### config.mk
export PLATFORM = sky130hd
export DESIGN_NAME = ttw_matcher
export DESIGN_NICKNAME = d
export VERILOG_FILES = /design/src/rtl/ttw_pkg.sv /design/src/rtl/ttw_winreg_bank.sv /design/src/rtl/ttw_window_cmp.sv /design/src/rtl/ttw_prio_pick.sv /design/src/rtl/ttw_matcher.sv
export SDC_FILE = /design/constraint.sdc
export NUM_CORES = 1
export LEC_CHECK = 0
export BUFFER_PORTS_ARGS = -buffer_cell sky130_fd_sc_hd__buf_2
export CORE_MARGIN = 2
export CORE_UTILIZATION = 39
export DETAILED_ROUTE_END_ITERATION = 10
export PLACE_DENSITY = 0.56
export SYNTH_ARGS = -nofsm -noshare
export SYNTH_HDL_FRONTEND = slang
export SYNTH_HIERARCHICAL = 1
export SYNTH_SLANG_ARGS = --single-unit
### constraint.sdc
create_clock -name clk -period 7.5 [get_ports clk]
set_clock_uncertainty 0.1 [all_clocks]
set_input_delay 1.5 -clock clk [delete_from_list [all_inputs] [get_ports clk]]
set_output_delay 1.5 -clock clk [all_outputs]
set_load 0.005 [all_outputs]
### src/rtl/ttw_pkg.sv
package ttw_pkg;
  localparam int unsigned ADDR_W   = 32;
  localparam int unsigned WORD_W   = 32;
  localparam int unsigned FIELD_W  = 8;
  // control word field positions
  localparam int unsigned BASE_LSB = 24;
  localparam int unsigned MASK_LSB = 16;
  localparam int unsigned EN_BIT   = 15;
  localparam int unsigned PRIV_LSB = 13;
  localparam int unsigned CM_LSB   = 5;
  localparam int unsigned WP_BIT   = 2;
  localparam int unsigned CM_W     = 2;

  typedef enum logic [1:0] {
    PRIV_USER  = 2'b00,
    PRIV_SUPER = 2'b01,
    PRIV_ANY_A = 2'b10,
    PRIV_ANY_B = 2'b11
  } priv_sel_e;
endpackage

### src/rtl/ttw_winreg_bank.sv
module ttw_winreg_bank
  import ttw_pkg::*;
#(
  parameter int unsigned NUM_WIN = 4,
  localparam int unsigned IDX_W  = (NUM_WIN > 1) ? $clog2(NUM_WIN) : 1
) (
  input  logic              clk,
  input  logic              rst_n,
  input  logic              wr_en,
  input  logic [IDX_W-1:0]  wr_idx,
  input  logic [WORD_W-1:0] wr_data,
  output logic [WORD_W-1:0] win_q [NUM_WIN]
);
  for (genvar g = 0; g < NUM_WIN; g++) begin : g_win
    always_ff @(posedge clk) begin
      if (!rst_n)
        win_q[g] <= '0;
      else if (wr_en && (wr_idx == IDX_W'(g)))
        win_q[g] <= wr_data;
    end
  end
endmodule

### src/rtl/ttw_window_cmp.sv
module ttw_window_cmp
  import ttw_pkg::*;
(
  input  logic [WORD_W-1:0]  win_word,
  input  logic [FIELD_W-1:0] addr_hi,
  input  logic               is_super,
  output logic               hit,
  output logic               wprot,
  output logic [CM_W-1:0]    cmode
);
  logic [FIELD_W-1:0] care;
  logic               priv_ok;
  logic [11:0]        unused_fields;

  assign unused_fields = {win_word[12:7], win_word[4:3], win_word[1:0], 2'b00};

  always_comb begin
    unique case (priv_sel_e'(win_word[PRIV_LSB +: 2]))
      PRIV_USER:  priv_ok = !is_super;
      PRIV_SUPER: priv_ok = is_super;
      default:    priv_ok = 1'b1;
    endcase
  end

  // set mask bits mean "ignore", so the care set is the inverse
  assign care  = ~win_word[MASK_LSB +: FIELD_W];
  assign hit   = win_word[EN_BIT] && priv_ok &&
                 ((addr_hi & care) == (win_word[BASE_LSB +: FIELD_W] & care));
  assign wprot = win_word[WP_BIT];
  assign cmode = win_word[CM_LSB +: CM_W];
endmodule

### src/rtl/ttw_prio_pick.sv
module ttw_prio_pick #(
  parameter int unsigned NUM_WIN = 4,
  localparam int unsigned IDX_W  = (NUM_WIN > 1) ? $clog2(NUM_WIN) : 1
) (
  input  logic [NUM_WIN-1:0] hit_vec,
  output logic               any_hit,
  output logic [IDX_W-1:0]   first_idx
);
  always_comb begin
    any_hit   = 1'b0;
    first_idx = '0;
    // scan downward so the lowest set index is the last one assigned
    for (int i = NUM_WIN - 1; i >= 0; i--) begin
      if (hit_vec[i]) begin
        any_hit   = 1'b1;
        first_idx = IDX_W'(i);
      end
    end
  end
endmodule

### src/rtl/ttw_matcher.sv
module ttw_matcher
  import ttw_pkg::*;
#(
  parameter int unsigned WIN_PER_CLASS = 2,
  localparam int unsigned NUM_WIN = 2 * WIN_PER_CLASS,
  localparam int unsigned IDX_W   = $clog2(NUM_WIN)
) (
  input  logic              clk,
  input  logic              rst_n,
  input  logic              wr_en,
  input  logic [IDX_W-1:0]  wr_idx,
  input  logic [WORD_W-1:0] wr_data,
  input  logic              req_valid,
  output logic              req_ready,
  input  logic [ADDR_W-1:0] req_addr,
  input  logic              req_code,
  input  logic              req_super,
  input  logic              req_store,
  input  logic              req_probe,
  output logic              rsp_valid,
  input  logic              rsp_ready,
  output logic              rsp_hit,
  output logic [IDX_W-1:0]  rsp_idx,
  output logic [ADDR_W-1:0] rsp_phys,
  output logic              rsp_rd,
  output logic              rsp_wr,
  output logic              rsp_ex,
  output logic              rsp_wfault,
  output logic [CM_W-1:0]   rsp_cmode,
  output logic              rsp_tt,
  output logic              rsp_res
);
  logic [WORD_W-1:0]  win_q   [NUM_WIN];
  logic [CM_W-1:0]    cm_arr  [NUM_WIN];
  logic [NUM_WIN-1:0] raw_hit;
  logic [NUM_WIN-1:0] elig;
  logic [NUM_WIN-1:0] wp_vec;
  logic               sel_hit;
  logic [IDX_W-1:0]   sel_idx;
  logic               sel_wp;

  ttw_winreg_bank #(.NUM_WIN(NUM_WIN)) u_bank (
    .clk     (clk),
    .rst_n   (rst_n),
    .wr_en   (wr_en),
    .wr_idx  (wr_idx),
    .wr_data (wr_data),
    .win_q   (win_q)
  );

  for (genvar g = 0; g < NUM_WIN; g++) begin : g_cmp
    ttw_window_cmp u_cmp (
      .win_word (win_q[g]),
      .addr_hi  (req_addr[BASE_LSB +: FIELD_W]),
      .is_super (req_super),
      .hit      (raw_hit[g]),
      .wprot    (wp_vec[g]),
      .cmode    (cm_arr[g])
    );
    if (g < WIN_PER_CLASS) begin : g_instr
      assign elig[g] = req_code;
    end else begin : g_data
      assign elig[g] = !req_code;
    end
  end

  ttw_prio_pick #(.NUM_WIN(NUM_WIN)) u_pick (
    .hit_vec   (raw_hit & elig),
    .any_hit   (sel_hit),
    .first_idx (sel_idx)
  );

  assign sel_wp    = wp_vec[sel_idx];
  assign req_ready = !rsp_valid || rsp_ready;

  always_ff @(posedge clk) begin
    if (!rst_n) begin
      rsp_valid  <= 1'b0;
      rsp_hit    <= 1'b0;
      rsp_idx    <= '0;
      rsp_phys   <= '0;
      rsp_rd     <= 1'b0;
      rsp_wr     <= 1'b0;
      rsp_ex     <= 1'b0;
      rsp_wfault <= 1'b0;
      rsp_cmode  <= '0;
      rsp_tt     <= 1'b0;
      rsp_res    <= 1'b0;
    end else if (req_ready) begin
      rsp_valid <= req_valid;
      if (req_valid) begin
        rsp_hit    <= sel_hit;
        rsp_idx    <= sel_hit ? sel_idx : '0;
        rsp_phys   <= sel_hit ? req_addr : '0;
        rsp_rd     <= sel_hit;
        rsp_ex     <= sel_hit;
        rsp_wr     <= sel_hit && !sel_wp;
        rsp_wfault <= sel_hit && sel_wp && req_store;
        rsp_cmode  <= sel_hit ? cm_arr[sel_idx] : '0;
        rsp_tt     <= sel_hit && req_probe;
        rsp_res    <= sel_hit && req_probe;
      end
    end
  end
endmodule

==> reports/qor_table.md <==
| Result | This run |
| --- | --- |
| Outcome | finished, final reports clean |
| Final Setup Violations | 0 |
| Data arrival at the endpoint of the critical path | 2.50 ns |
| Cells after synthesis | 604 |
| Fraction of power consumed by combinational cells | 0.074 |
| Final hold violations | 0 |
| Category of the worst setup path capture point | primary output |
| Number of violations of the max-capacitance limit | 0 |
| Sequential share of power | 0.458 |
| Post-detailed-route wirelength per cell | 15.6 um |
| Die Wd | 126 um |
| Placed instance area | 6070 sq um |
| Die outline area | 15,800 sq um |
| Net Sw Power | 0.357 mW |
| Number of resized instances in the post-cts repair step | 0 |
| IO buf count | 109 |
| Layout overhead on the synthesized area | 14.1% |
| Maximum frequency from static timing analysis | 244 MHz |
| Cell area after synthesis | 5770 sq um |
| Share of final-layout standard cells stronger than drive strength 1 | 0.226 |
| Share of total power consumed by net switching | 0.229 |
| Via count of the first global-routing pass | 4,462 |
| Clock tree from TritonCTS | built |
| First-pass GRT wire length | 22,200 um |
| TNS Setup | 0 ns |
| Nets in the synthesized netlist | 679 |
| Unrepaired setup endpoints after global routing | no |
| Pre-Repair DR Iteration Count | 4 |
| Worst setup path category | in -> out |
| Number of buffers added by the clock tree synthesis step | 17 |
| Hold Crit Class | reg -> reg |
| Antenna Cells | 0 |
| Number of warnings printed during yosys synthesis | 6 |
| Syn avg cell area | 9.56 sq um |
| Maximum resistive drop on vdd | 0.160 mV |
| Finished Core Util | 0.455 |
| Internal power component | 1.20 mW |
| Static Leakage | 2.85 nW |
| Die Ht | 126 um |
| Total track usage | 0.173 |
| Post-layout net count | 741 |
| Clock period minus worst slack | 4.10 ns |
| Worst Setup Start Kind | primary input |
| Maximum number of pins on one net before global-route repair | 70 |
| Total congestion overflow after global routing | 0 |
| I/O pins | 120 |
| Iteration-0 DRC Markers | 307 |
| Power Density | 236 nW/um^2 |
| Buffer cell driving the clock tree root | sky130_fd_sc_hd__clkbuf_16 |
| Critical path data required time | 5.90 ns |
| Clock Power Share | 0.468 |
| Headroom to the max-slew limit | 0.296 |
| Routability-driven placement congestion ratio | 0.765 |
| Layout filler cell count | 1,424 |
| Placed Instances | 831 |
| Post-Route Hold Slack | 0.356 ns |
| Count of antenna-violating nets left after detailed routing | 0 |
| H-tree Lvls | 4 |
| Vias post-DR | 4,408 |
| Final-report max-slew violation count | 0 |
| Actual slew at the worst max-slew pin | 1.05 ns |
| Initial core utilization | 0.399 |
| Post-detailed-placement half-perimeter wirelength | 8940 um |
| Floorplan row count | 44 |
| Initial antenna violation count | 0 |
| DRC violation count after routing | 0 |
| Source-to-sink clock delay at the later pin of the worst-skew pair | 0.41 ns |
| Hold bufs inserted after CTS | 0 |
| Sinks on the clock net | 129 |
| Clock transition at the registers of the reported paths | 0.05 ns |
| Core area | 14,500 sq um |
| Final WL | 13,500 um |
| Crit-path max FO | 40 |
| Final cell count without fillers | 861 |
| Buffers inserted during post-CTS setup optimization | 0 |
| Share of the clock period used by the worst path | 0.547 |
| Area of all placed cells without fillers | 6590 sq um |
| Worst-case clock buffer depth | 2 |
| Average via count per standard cell | 5.12 |
-- registers in the layout (all words and copies together) (netlist names), 2 cells and up --
register,flops
u_bank/win_q,88
rsp_phys,32
rsp_cmode,2
rsp_idx,2
-- power by group through the flow --
stage	combinational (mW)	sequential (mW)	clock (mW)
finish	0.116	0.713	0.728
CTS	0.118	0.712	0.745
detailed placement	0.117	0.727	0
floorplan	0.0890	0.725	0
global placement	0.114	0.726	0
global route	0.128	0.714	0.773
-- layer usage --
layer | part of all wire | track usage | vias to the layer above | routed length, um
li1 | - | - | 2194 | -
met1 | 0.44 | 0.219 | 2123 | 5930
met2 | 0.51 | 0.293 | 80 | 6880
met3 | 0.037 | 0.0421 | 11 | 497
met4 | 0.011 | 0.0556 | 0 | 146
met5 | 0 | 0 | - | 0
-- area by class of cell --
type	count	area, sq um	share of cell area
inverter	4	15.0	0.00228
clock inverter	6	32.5	0.00494
tap	184	230	0.0349
multi-input combinational	399	2650	0.401
clock buffer	24	492	0.0746
timing repair buffer	115	593	0.0900
sequential	129	2580	0.392
-- cell usage in the layout, fill, tap and decap left out, types with 2 or more instances in the layout --
cell                          n
sky130_fd_sc_hd__a21oi_1     37
sky130_fd_sc_hd__o21ai_0     40
sky130_fd_sc_hd__a32o_1       3
sky130_fd_sc_hd__mux4_1       2
sky130_fd_sc_hd__and2_1       2
sky130_fd_sc_hd__nor2_1       2
sky130_fd_sc_hd__mux2i_1     88
sky130_fd_sc_hd__nor3_1       3
sky130_fd_sc_hd__clkbuf_8     4
sky130_fd_sc_hd__nand3b_1     2
sky130_fd_sc_hd__buf_4        7
sky130_fd_sc_hd__nand4_1     35
sky130_fd_sc_hd__xnor2_1     36
sky130_fd_sc_hd__inv_1        3
sky130_fd_sc_hd__or3_1        4
sky130_fd_sc_hd__buf_2      108
sky130_fd_sc_hd__clkbuf_1     3
sky130_fd_sc_hd__clkbuf_16   17
sky130_fd_sc_hd__o22ai_1     16
sky130_fd_sc_hd__nor3_2       4
sky130_fd_sc_hd__nor2b_1      2
sky130_fd_sc_hd__dfxtp_1    129
sky130_fd_sc_hd__clkinv_2     5
sky130_fd_sc_hd__nand2_1    113
sky130_fd_sc_hd__nand3_1      2
-- per-stage QoR --
step	worst slack, ns	total power [mW]
final	3.40	1.56
after global routing	3.24	1.61
after CTS	3.39	1.58
after detailed placement	3.29	0.844
after global placement	3.31	0.841
after floorplan	3.82	0.814
-- worst paths after layout --
path | cells after the start | startpoint | endpoint | slack (ns)
worst max-delay path | 4 | rsp_ready | req_ready | 3.40
worst min-delay path | 2 | u_bank/win_q[110] | u_bank/win_q[110] | 0.36
worst max register to register | 9 | u_bank/win_q[13] | rsp_cmode[1] | 4.67
worst min register to register | 2 | u_bank/win_q[110] | u_bank/win_q[110] | 0.36
-- critical path, stage by stage --
cell and delay, ns:
sky130_fd_sc_hd__buf_2 0.11, sky130_fd_sc_hd__nor2b_4 0.60, sky130_fd_sc_hd__inv_1 0.12, sky130_fd_sc_hd__buf_2 0.16
(Power assumes the default switching activity.)
